[src/rtl/stream_ctl_pkg.sv]
// Shared types and register layout for the stream control block.
package stream_ctl_pkg;
    typedef enum logic [1:0] {
        SEQ_IDLE  = 2'd0,
        SEQ_ENTER = 2'd1,
        SEQ_HOLD  = 2'd2,
        SEQ_EXIT  = 2'd3
    } seq_state_e;

    localparam logic [1:0] REG_CTRL = 2'd0;
    localparam logic [1:0] REG_STAT = 2'd1;
    localparam logic [1:0] REG_POS  = 2'd2;
    localparam logic [1:0] REG_LEN  = 2'd3;

    localparam int CB_RST  = 0;
    localparam int CB_RUN  = 1;
    localparam int CB_EN0  = 2;   // first of three enable bits (2..4)
    localparam int CB_HOLD = 5;
    localparam int SB_LO   = 2;   // status flags occupy bits 2..5
    localparam int N_EV    = 3;
endpackage

[src/rtl/sc_reset_seq.sv]
// Stream reset handshake sequencer.
// Enters reset on a reset request while the stream is idle and not running,
// spends SEQ_CYCLES edges before reporting "in reset", and spends the same
// number of edges on exit. Assumes SEQ_CYCLES >= 2.
module sc_reset_seq
    import stream_ctl_pkg::*;
#(
    parameter int SEQ_CYCLES = 4
) (
    input  logic clk,
    input  logic rst_n,
    input  logic ctl_wr_i,
    input  logic rst_bit_i,
    input  logic run_busy_i,
    output logic start_o,
    output logic refused_o,
    output logic in_reset_o,
    output logic rst_rb_o
);
    localparam int CNT_W = $clog2(SEQ_CYCLES + 1);
    localparam logic [CNT_W-1:0] LAST = CNT_W'(SEQ_CYCLES - 1);

    seq_state_e       state_q;
    logic [CNT_W-1:0] cnt_q;

    // Request decode: start only from idle with run released.
    always_comb begin
        start_o   = ctl_wr_i && rst_bit_i && (state_q == SEQ_IDLE) && !run_busy_i;
        refused_o = ctl_wr_i && rst_bit_i && (state_q == SEQ_IDLE) && run_busy_i;
    end

    assign in_reset_o = (state_q != SEQ_IDLE);
    assign rst_rb_o   = (state_q == SEQ_HOLD) || (state_q == SEQ_EXIT);

    // Sequence state and cycle counter.
    always_ff @(posedge clk) begin
        if (!rst_n) begin
            state_q <= SEQ_IDLE;
            cnt_q   <= '0;
        end else begin
            unique case (state_q)
                SEQ_IDLE: begin
                    cnt_q <= '0;
                    if (start_o) state_q <= SEQ_ENTER;
                end
                SEQ_ENTER: begin
                    if (cnt_q == LAST) begin
                        state_q <= SEQ_HOLD;
                        cnt_q   <= '0;
                    end else begin
                        cnt_q <= cnt_q + 1'b1;
                    end
                end
                SEQ_HOLD: begin
                    cnt_q <= '0;
                    if (ctl_wr_i && !rst_bit_i) state_q <= SEQ_EXIT;
                end
                SEQ_EXIT: begin
                    if (cnt_q == LAST) begin
                        state_q <= SEQ_IDLE;
                        cnt_q   <= '0;
                    end else begin
                        cnt_q <= cnt_q + 1'b1;
                    end
                end
                default: state_q <= SEQ_IDLE;
            endcase
        end
    end

    assert_rb_from_enter_R2: assert property (@(posedge clk) disable iff (!rst_n)
        $rose(rst_rb_o) |-> $past(state_q) == SEQ_ENTER);
    assert_rb_falls_to_idle_R3: assert property (@(posedge clk) disable iff (!rst_n)
        $fell(rst_rb_o) |-> !in_reset_o);
    assert_refuse_stays_out_R4: assert property (@(posedge clk) disable iff (!rst_n)
        refused_o |=> !in_reset_o);
endmodule

[src/rtl/sc_ctl_regs.sv]
// Control register bank with run/stop handshake.
// Holds run request, hold, interrupt enables and buffer length. Run readback
// stays set until the DMA engine reports idle. clear_i wipes everything.
module sc_ctl_regs
    import stream_ctl_pkg::*;
#(
    parameter int LEN_W = 32
) (
    input  logic             clk,
    input  logic             rst_n,
    input  logic             ctl_wr_i,
    input  logic             len_wr_i,
    input  logic [31:0]      wdata_i,
    input  logic             clear_i,
    input  logic             in_reset_i,
    input  logic             dma_stopped_i,
    output logic             run_busy_o,
    output logic             hold_o,
    output logic [N_EV-1:0]  irq_en_o,
    output logic [LEN_W-1:0] len_o,
    output logic             dma_en_o,
    output logic             run_start_o,
    output logic             cad_rst_o
);
    logic run_q;
    logic run_d;

    // Next run request value and rising-request detect.
    always_comb begin
        run_d       = clear_i ? 1'b0 : (ctl_wr_i ? wdata_i[CB_RUN] : run_q);
        run_start_o = !clear_i && ctl_wr_i && wdata_i[CB_RUN] && !run_q;
    end

    // Control fields and length register.
    always_ff @(posedge clk) begin
        if (!rst_n || clear_i) begin
            run_q    <= 1'b0;
            hold_o   <= 1'b0;
            irq_en_o <= '0;
            len_o    <= '0;
        end else begin
            run_q <= run_d;
            if (ctl_wr_i) begin
                hold_o   <= wdata_i[CB_HOLD];
                irq_en_o <= wdata_i[CB_EN0 +: N_EV];
            end
            if (len_wr_i) len_o <= wdata_i[LEN_W-1:0];
        end
    end

    // Run readback: follows request, lingers until the engine is idle.
    always_ff @(posedge clk) begin
        if (!rst_n || clear_i) run_busy_o <= 1'b0;
        else                   run_busy_o <= run_d || (run_busy_o && !dma_stopped_i);
    end

    // One-cycle cadence restart on a new run.
    always_ff @(posedge clk) begin
        if (!rst_n) cad_rst_o <= 1'b0;
        else        cad_rst_o <= run_start_o;
    end

    assign dma_en_o = run_q && !hold_o && !in_reset_i;

    assert_en_implies_busy_R5: assert property (@(posedge clk) disable iff (!rst_n)
        dma_en_o |-> run_busy_o);
    assert_busy_waits_idle_R6: assert property (@(posedge clk) disable iff (!rst_n)
        (run_busy_o && !dma_stopped_i && !clear_i) |=> run_busy_o);
    assert_cad_single_R7: assert property (@(posedge clk) disable iff (!rst_n)
        cad_rst_o |=> !cad_rst_o);
    assert_cad_with_busy_R7: assert property (@(posedge clk) disable iff (!rst_n)
        cad_rst_o |-> run_busy_o);
endmodule

[src/rtl/sc_status.sv]
// Sticky status flags with write-1-to-clear and gated interrupt.
// Flags: [0] completion, [1] underrun, [2] descriptor error, [3] refused reset.
// A set in the same cycle as a clear wins; clear_i drops all events.
module sc_status
    import stream_ctl_pkg::*;
(
    input  logic            clk,
    input  logic            rst_n,
    input  logic            clear_i,
    input  logic            st_wr_i,
    input  logic [3:0]      w1c_i,
    input  logic [N_EV-1:0] ev_i,
    input  logic            refused_i,
    input  logic [N_EV-1:0] irq_en_i,
    output logic [3:0]      st_o,
    output logic            irq_o
);
    logic [3:0] set_v;
    logic [3:0] clr_v;

    // Set and clear masks for this cycle.
    always_comb begin
        set_v = {refused_i, ev_i};
        clr_v = st_wr_i ? w1c_i : 4'b0;
    end

    // Flag register update.
    always_ff @(posedge clk) begin
        if (!rst_n || clear_i) st_o <= '0;
        else                   st_o <= (st_o & ~clr_v) | set_v;
    end

    assign irq_o = |(st_o[N_EV-1:0] & irq_en_i);

    assert_set_wins_R8: assert property (@(posedge clk) disable iff (!rst_n)
        (ev_i[0] && !clear_i) |=> st_o[0]);
    assert_flag_quiet_R9: assert property (@(posedge clk) disable iff (!rst_n)
        (st_o[N_EV-1:0] == '0) |-> !irq_o);
    assert_reset_drops_R3: assert property (@(posedge clk) disable iff (!rst_n)
        clear_i |=> (st_o == '0));
endmodule

[src/rtl/sc_link_pos.sv]
// Link position counter for a cyclic buffer.
// Adds the byte count each active cycle and folds back at the length.
// Assumes a single step never exceeds the length. Length 0 pins it at 0.
module sc_link_pos #(
    parameter int POS_W   = 32,
    parameter int BYTES_W = 16
) (
    input  logic               clk,
    input  logic               rst_n,
    input  logic               clear_i,
    input  logic               adv_i,
    input  logic [BYTES_W-1:0] bytes_i,
    input  logic [POS_W-1:0]   len_i,
    output logic [POS_W-1:0]   pos_o
);
    logic [POS_W:0]   sum;
    logic [POS_W-1:0] next_pos;

    // Wrapped next position.
    always_comb begin
        sum = {1'b0, pos_o} + {{(POS_W + 1 - BYTES_W){1'b0}}, bytes_i};
        if (len_i == '0)                 next_pos = '0;
        else if (sum >= {1'b0, len_i})   next_pos = POS_W'(sum - {1'b0, len_i});
        else                             next_pos = sum[POS_W-1:0];
    end

    // Position register.
    always_ff @(posedge clk) begin
        if (!rst_n || clear_i) pos_o <= '0;
        else if (adv_i)        pos_o <= next_pos;
    end

    assert_clear_zero_R7: assert property (@(posedge clk) disable iff (!rst_n)
        clear_i |=> (pos_o == '0));
    assert_idle_holds_R10: assert property (@(posedge clk) disable iff (!rst_n)
        (!adv_i && !clear_i) |=> $stable(pos_o));
endmodule

[src/rtl/stream_ctl_top.sv]
// Output audio stream control and link position tracker.
// Decodes the register port, ties the reset sequencer, control bank, status
// flags and position counter together, and muxes readback.
module stream_ctl_top
    import stream_ctl_pkg::*;
#(
    parameter int SEQ_CYCLES = 4,
    parameter int BYTES_W    = 16
) (
    input  logic               clk,
    input  logic               rst_n,
    input  logic               wr_en,
    input  logic [1:0]         wr_addr,
    input  logic [31:0]        wr_data,
    input  logic [1:0]         rd_addr,
    output logic [31:0]        rd_data,
    input  logic               ev_ioc,
    input  logic               ev_underrun,
    input  logic               ev_desc_err,
    input  logic               bytes_valid,
    input  logic [BYTES_W-1:0] bytes,
    input  logic               dma_stopped,
    output logic               dma_en,
    output logic               cad_rst,
    output logic               fifo_flush,
    output logic               irq
);
    localparam int POS_W = 32;

    logic            ctl_wr, st_wr, len_wr;
    logic            seq_start, seq_refused, in_reset, rst_rb, clear;
    logic            run_busy, hold, run_start;
    logic [N_EV-1:0] irq_en;
    logic [POS_W-1:0] len_q, pos_q;
    logic [3:0]      st_q;

    // Write decode.
    always_comb begin
        ctl_wr = wr_en && (wr_addr == REG_CTRL);
        st_wr  = wr_en && (wr_addr == REG_STAT);
        len_wr = wr_en && (wr_addr == REG_LEN);
    end

    assign clear      = seq_start || in_reset;
    assign fifo_flush = in_reset;

    sc_reset_seq #(.SEQ_CYCLES(SEQ_CYCLES)) u_seq (
        .clk(clk), .rst_n(rst_n),
        .ctl_wr_i(ctl_wr), .rst_bit_i(wr_data[CB_RST]), .run_busy_i(run_busy),
        .start_o(seq_start), .refused_o(seq_refused),
        .in_reset_o(in_reset), .rst_rb_o(rst_rb)
    );

    sc_ctl_regs #(.LEN_W(POS_W)) u_regs (
        .clk(clk), .rst_n(rst_n),
        .ctl_wr_i(ctl_wr), .len_wr_i(len_wr), .wdata_i(wr_data),
        .clear_i(clear), .in_reset_i(in_reset), .dma_stopped_i(dma_stopped),
        .run_busy_o(run_busy), .hold_o(hold), .irq_en_o(irq_en), .len_o(len_q),
        .dma_en_o(dma_en), .run_start_o(run_start), .cad_rst_o(cad_rst)
    );

    sc_status u_status (
        .clk(clk), .rst_n(rst_n), .clear_i(clear),
        .st_wr_i(st_wr), .w1c_i(wr_data[SB_LO +: 4]),
        .ev_i({ev_desc_err, ev_underrun, ev_ioc}), .refused_i(seq_refused),
        .irq_en_i(irq_en), .st_o(st_q), .irq_o(irq)
    );

    sc_link_pos #(.POS_W(POS_W), .BYTES_W(BYTES_W)) u_pos (
        .clk(clk), .rst_n(rst_n),
        .clear_i(clear || run_start), .adv_i(dma_en && bytes_valid),
        .bytes_i(bytes), .len_i(len_q), .pos_o(pos_q)
    );

    // Readback mux.
    always_comb begin
        unique case (rd_addr)
            REG_CTRL: rd_data = {26'b0, hold, irq_en, run_busy, rst_rb};
            REG_STAT: rd_data = {26'b0, st_q, 2'b00};
            REG_POS:  rd_data = pos_q;
            default:  rd_data = len_q;
        endcase
    end
endmodule

[config.mk]
export PLATFORM = sky130hd
export DESIGN_NAME = stream_ctl_top
export DESIGN_NICKNAME = d
export VERILOG_FILES = /design/src/rtl/stream_ctl_pkg.sv /design/src/rtl/sc_reset_seq.sv /design/src/rtl/sc_ctl_regs.sv /design/src/rtl/sc_status.sv /design/src/rtl/sc_link_pos.sv /design/src/rtl/stream_ctl_top.sv
export SDC_FILE = /design/constraint.sdc
export NUM_CORES = 1
export LEC_CHECK = 0
export CORE_ASPECT_RATIO = 0.6
export CORE_UTILIZATION = 50
export CTS_CLUSTER_DIAMETER = 80
export DETAILED_ROUTE_END_ITERATION = 7
export GPL_ROUTABILITY_DRIVEN = 0
export PLACE_DENSITY = 0.74
export SLEW_MARGIN = 0
export SYNTH_ARGS = -nofsm -noshare
export SYNTH_HDL_FRONTEND = slang
export SYNTH_SLANG_ARGS = --single-unit
[constraint.sdc]
create_clock -name clk -period 9.8 [get_ports clk]
set_input_delay 1.47 -clock clk [delete_from_list [all_inputs] [get_ports clk]]
set_output_delay 1.47 -clock clk [all_outputs]
set_load 0.005 [all_outputs]
# After elaboration in Yosys (flattened, before gate mapping)
# Index checks and enable logic that the tools add are counted.
[op_classes] reduce_logical=38 bitwise_logic=4 eq_ne=12 magnitude_cmp=1 addsub=3 n_mux=13
[ops] operator="case mux 32 bit (3 select lines)" count=1
[ops] operator="two-way mux 32 bit" count=2
[ops] operator="adder 32 x 16 -> 33 bit" count=1
[ops] operator=">= comparator 33 x 32 -> 1 bit" count=1
[ops] operator="zero test 32 bit" count=1
[ops] operator="subtractor 32 bit" count=1
[ops] operator="logical AND 1 bit" count=15
[ops] operator="== test 2 bit, second input constant" count=4
[ops] operator="zero test 1 bit" count=8
[ops] operator="two-way mux 2 bit" count=4
[ops] operator="case mux 2 bit (4 select lines)" count=1
[ops] operator="== test 2 x 1 -> 1 bit, second input constant" count=3
[ops] operator="zero test 2 bit" count=3
[ops] operator="logical OR 1 bit" count=6
[ops] operator="!= test 2 bit, second input constant" count=3
[ops] operator="case mux 3 bit (2 select lines)" count=1
[ops] operator="bitwise AND 4 bit" count=1
[ops] operator="two-way mux 4 bit" count=1
[ops] operator="NOT 4 bit" count=1
[ops] operator="bitwise OR 4 bit" count=1
[ops] operator="AND reduction 4 bit" count=1
[ops] operator="OR reduction 2 bit" count=2
[ops] operator="adder 3 x 1 -> 3 bit, second input constant" count=1
[ops] operator="bitwise AND 3 bit" count=1
[ops] operator="6 further kinds" count=7
[word_totals] input_bits=60 register_bits=80 word_cells=81

# Depth between registers and ports, before layout
[depth] depth_word=12 mapped_depth=23 ltp_nobuf=20

# Modules after synthesis
# From an unflattened synthesis, not the netlist that was laid out.
[hier_totals] cells_unflattened=853 hier_area_um2=7065.5
[by_module_without_submodules] mod="sc_link_pos" n_inst=1 cells_per_inst=596 area_per_inst_um2=4474.3
[by_module_without_submodules] mod="sc_ctl_regs" n_inst=1 cells_per_inst=129 area_per_inst_um2=1446.4
[by_module_without_submodules] mod="stream_ctl_top" n_inst=1 cells_per_inst=74 area_per_inst_um2=654.4
[by_module_without_submodules] mod="sc_reset_seq" n_inst=1 cells_per_inst=35 area_per_inst_um2=317.8
[by_module_without_submodules] mod="sc_status" n_inst=1 cells_per_inst=19 area_per_inst_um2=172.7

# Worst setup path after synthesis
# OpenSTA, ideal clock, no wires.
[synth_timing] path_kind="input to register" from="in bytes[0]" to="reg u_pos.pos_o[27]" setup_ns=0.120 arrival_ns=5.392 t_required_ns=9.680 slack_ns=4.289 path_buffers=3 cell_stages=22 path_cell_list="ha_1 inv_1 fa_1 nand2b_1 a21oi_1 o41a_1 a211oi_2 or2_2 buf_2 nor2_1 xor2_1 ha_1 clkbuf_1 nand2_1 o21ai_0 nor3_1 a2111oi_4 nor3_4 and2_1 buf_6 a21o_1 a211o_1"
[synth_via] elab_chain_cells=4
[synth_lines] element="from (decl)" line="stream_ctl_top.sv:21" source="input logic [BYTES_W-1:0] bytes,"
[synth_lines] element="adder 32 x 16 -> 33 bit (*)" line="sc_link_pos.sv:21" source="sum = {1'b0, pos_o} + {{(POS_W + 1 - BYTES_W){1'b0}}, bytes_i};"
[synth_lines] element="subtractor 32 bit / >= comparator 33 x 32 -> 1 bit (equally long branches)" line="sc_link_pos.sv:23" source="else if (sum >= {1'b0, len_i}) next_pos = POS_W'(sum - {1'b0, len_i});"
[synth_lines] element="two-way mux 32 bit (*)" line="sc_link_pos.sv:23"
[synth_lines] element="two-way mux 32 bit (*)" line="sc_link_pos.sv:22" source="if (len_i == '0) next_pos = '0;"
[synth_lines] element="to (signal assigned)" line="sc_link_pos.sv:30" source="else if (adv_i) pos_o <= next_pos;"
[synth_lines] element="to (decl)" line="sc_link_pos.sv:14" source="output logic [POS_W-1:0] pos_o"
# Mark *: on every way between the ends. The rest lies on a longest branch, timed or not.
# A chain may end at the register's enable or synchronous reset.

# Final worst setup path
# Same ends and word-level chain as after synthesis.

==> summary.md <==
| Metric | Value |
|---|---|
| Worst-margin pin slew | around 1.1 ns |
| Worst r2r src | u_pos.pos_o[0] |
| Syn Nets | between 1,000 and 1,500 |
| Critical path origin | bytes[0] |
| Post-Syn Area | between 6000 and 7000 µm² |
| Initial Utilization | 0.519 |
| Worst setup SP type | primary input |
| First-pass GRT wire length | 31,400 µm |
| Layout cells sized above 1 | 0.0366 |
| Post-CTS setup buffer count | 0 |
| Slew Viols, Final | 0 |
| IO Count | between 90 and 100 |
| Hold Buf Count CTS | 0 |
| VDD IR-drop max | 0.103 mV |
| CTS tree | done |
| Cts repair resizes | 0 |
| WP buf/inv | 2 |
| TNS Setup | 0 ns |
| Period utilisation layout | 0.734 |
| Area grow syn2layout | 20.5% |
| Total Power | 1.18 mW |
| Fmax | 0.139 GHz |
| Worst Setup Path Type | primary input to flip-flop |
| CP arrival | 7.43 ns |
| Final Hold Vio Count | 0 |
| ANT nets after route | 0 |
| Critical Path RT | 10.04 ns |
| Lkg Pwr | 3.20 nW |
| H-Tree Level Count | 3 |
| RSZ-0062 raised after global routing | no |
| Fin nets | ~1,100 |
| Register bit total from synthesis | 80 |
| RR Endpoint | u_pos.pos_o[27] |
| Synth unique cells | 64 |
| Site Rows | 32 |
| CTS Root Cell | clkbuf_16 |
| Critical Path Stages | 21 |
| # port buffers | 95 |
| Die height | 91.9 µm |
| Clock latency on the worst-skew pair | 0.34 ns |
| All-Layer GR Usage | 0.289 |
| Met3 wire len | 1690 µm |
| Critical-path top delay cell | nor3_4 |
| Most common cell after layout, fill and taps aside | nand2_1 |
| Avg Inst Size Synth | 7.47 µm² |
| Hold/Removal Path Class | flip-flop to flip-flop |
| Fillers | 1,194 |
| CTS buffer count | 9 |
| # setup viols final | 0 |
| Post-Route WL | 19,400 µm |
| Via Count | between 6,000 and 7,000 |
| Worst path cell trace | clkdlybuf4s50_1 > ha_1 > inv_1 > fa_1 > nand2b_1 > a21oi_1 > o41a_1 > a211oi_2 > or3_1 > nor2_1 > xnor2_1 > ha_1 > a21oi_1 > o21ai_0 > a31oi_1 > o21ai_0 > a21o_1 > nor3_4 > nand2b_1 > nor2_1 > a211o_1 |
| Max stage delay on crit path | around 0.73 ns |
| Wire length on met1 | around 10,000 µm |
| Clock Tree Buf Depth | 2 |
| Worst r2r path cells | 20 |
| Total global routing overflow | 0 |
| Number of max-cap violations | 0 |
| Initial antenna violation count | 0 |
| Minimum clock period | 7.20 ns |
| # diodes | 0 |
| PD cells | ~150 nW/µm² |
| Status | completed |
| Vias in the first global route | 6,105 |
| Reg2reg setup slack | 3.90 ns |
| Slew margin rel. | 0.270 |
| Post-synth ARST share | 0 |
| EDFF count, synth | 0 |
| Worst setup EP type | flip-flop |
| Post-synthesis sequential area ratio | 0.238 |
| Die width | 152 µm |
| Die area | 13,900 µm² |
| # DRC | 0 |
| Final clock skew | 0.00861 ns |
| WL/cell | 16.8 µm |
| Most frequent cells in the layout | 147 x nand2_1, 97 x a21oi_1, 94 x clkdlybuf4s50_1, 80 x dfxtp_1, 61 x nor2_1 |
| CP max FO | 22 |
| Top FF cell, synth | dfxtp_1 |
| DR pass1 iterations | 5 |
| CORE AREA | around 13,000 µm² |
| Worst-path clk slew | approximately 0.070 ns |
| Clock Sinks | 80 |
| CP Capture Point | u_pos.pos_o[27] |
| Dpl hpwl | 14,600 µm |
| Vias per inst | ~5.8 |
| Highest Signal Layer | met4 |
| Met2 wire length | 7280 µm |
| Drt initial violations | about 500 |
| Cells after synthesis | 901 |
| Largest net degree at the start of global routing | 43 |
| Synth Warn # | 0 |
| CP top delay family | simple AND/OR/NAND/NOR gates |
-- flip-flops by register name, indices dropped and copies added (netlist names) --
| signal | cells |
|---|---|
| u_regs.hold_o | 1 |
| u_regs.len_o | 32 |
| u_status.st_o | 4 |
| u_regs.cad_rst_o | 1 |
| u_seq.cnt_q | 3 |
| u_seq.state_q | 2 |
| u_pos.pos_o | 32 |
| u_regs.run_q | 1 |
| u_regs.irq_en_o | 3 |
| u_regs.run_busy_o | 1 |
-- kinds of logic (layout without fill, tap and decap cells) --
family | after synthesis | count (layout) | synth area share
fa+ha+maj | 57 | 57 | 0.108
buf+inv | 88 | 171 | 0.0517
compound gates | 244 | 244 | 0.225
xor+xnor | 56 | 56 | 0.0729
simple gates | 332 | 332 | 0.231
mux | 44 | 44 | 0.0731
flops | 80 | 80 | 0.238
-- cells in the mapped netlist, types with 2 or more instances --
cell type	instances	area [µm²]
nand3_1	18	90.1
nand2_1	147	552
o22ai_1	2	12.5
clkbuf_1	26	97.6
buf_2	8	40.0
o211ai_1	9	67.6
nor2_1	61	229
mux2i_1	39	390
fa_1	2	40.0
o41a_1	2	22.5
a22oi_1	2	15.0
a22o_1	4	35.0
a31oi_1	7	43.8
xor2_1	20	175
o21ai_0	37	185
ha_1	55	688
o21bai_1	5	37.5
or2_2	2	12.5
o21a_1	5	37.5
inv_1	53	199
o21ai_1	17	85.1
a21o_1	23	173
a211oi_1	3	22.5
a32oi_1	3	26.3
mux4_2	4	90.1
nor2b_1	34	213
and3_1	6	37.5
a211o_1	2	17.5
nand2b_1	13	81.3
and2_1	6	37.5
o221ai_1	4	35.0
nor4_1	10	62.6
dfxtp_1	80	1600
a31o_1	2	17.5
and4_1	2	17.5
nor3b_1	3	22.5
nand4_1	12	75.1
xnor2_1	36	315
a21oi_1	98	490
nor3_1	12	60.1
o31ai_1	4	30.0
-- metal layers --
metal / global-route usage / vias up
met5: 0 / -
met4: 0.0561 / 0
met3: 0.0751 / 21
met2: 0.393 / 247
met1: 0.446 / 3089
li1: - / 3345
-- how the worst min path moves through the flow --
stage              startpoint              to  slack (ns)  depth (start not counted)
5_1_grt        u_seq.cnt_q[0]  u_seq.cnt_q[0]        0.48                          1
3_3_place_gp   u_seq.cnt_q[0]  u_seq.cnt_q[0]        0.42                          1
2_1_floorplan  u_seq.cnt_q[0]  u_seq.cnt_q[0]        0.40                          1
3_5_place_dp   u_seq.cnt_q[0]  u_seq.cnt_q[0]        0.43                          1
4_1_cts        u_seq.cnt_q[0]  u_seq.cnt_q[0]        0.44                          1
6_report       u_seq.cnt_q[0]  u_seq.cnt_q[0]        0.44                          1
-- power breakdown --
group          internal (mW)  switching (mW)  total, mW  leakage (nW)
logic                  0.186           0.264      0.450          2.41
registers              0.344          0.0215      0.366         0.647
clock network          0.223           0.139      0.363         0.150
-- area by class of cell --
cell class / count / area (µm²) / share of cell area
Timing Repair Buffer: 102 / 998 / 0.123
Inverter: 53 / 199 / 0.0245
Clock buffer: 11 / 233 / 0.0287
Clock inverter: 5 / 81.3 / 0.0100
Tap cell: 170 / 213 / 0.0262
Multi-Input combinational cell: 733 / 4780 / 0.590
Sequential cell: 80 / 1600 / 0.198
-- per-stage QoR --
| step | setup WS (ns) | std cells | utilization | hold slack (ns) | instance area, µm² |
|---|---|---|---|---|---|
| finish | 2.60 | 1154 | 0.625 | 0.436 | 8110 |
| CTS | 2.73 | 1154 | 0.625 | 0.438 | 8110 |
| floorplan | 4.29 | 901 | - | 0.397 | 6730 |
| global placement | 2.60 | 1138 | 0.601 | 0.419 | 7790 |
| detailed placement | 2.40 | 1138 | 0.601 | 0.429 | 7790 |
| global route | 2.34 | 1154 | 0.625 | 0.477 | 8110 |
Note: power is estimated with default switching activity, not from simulation.
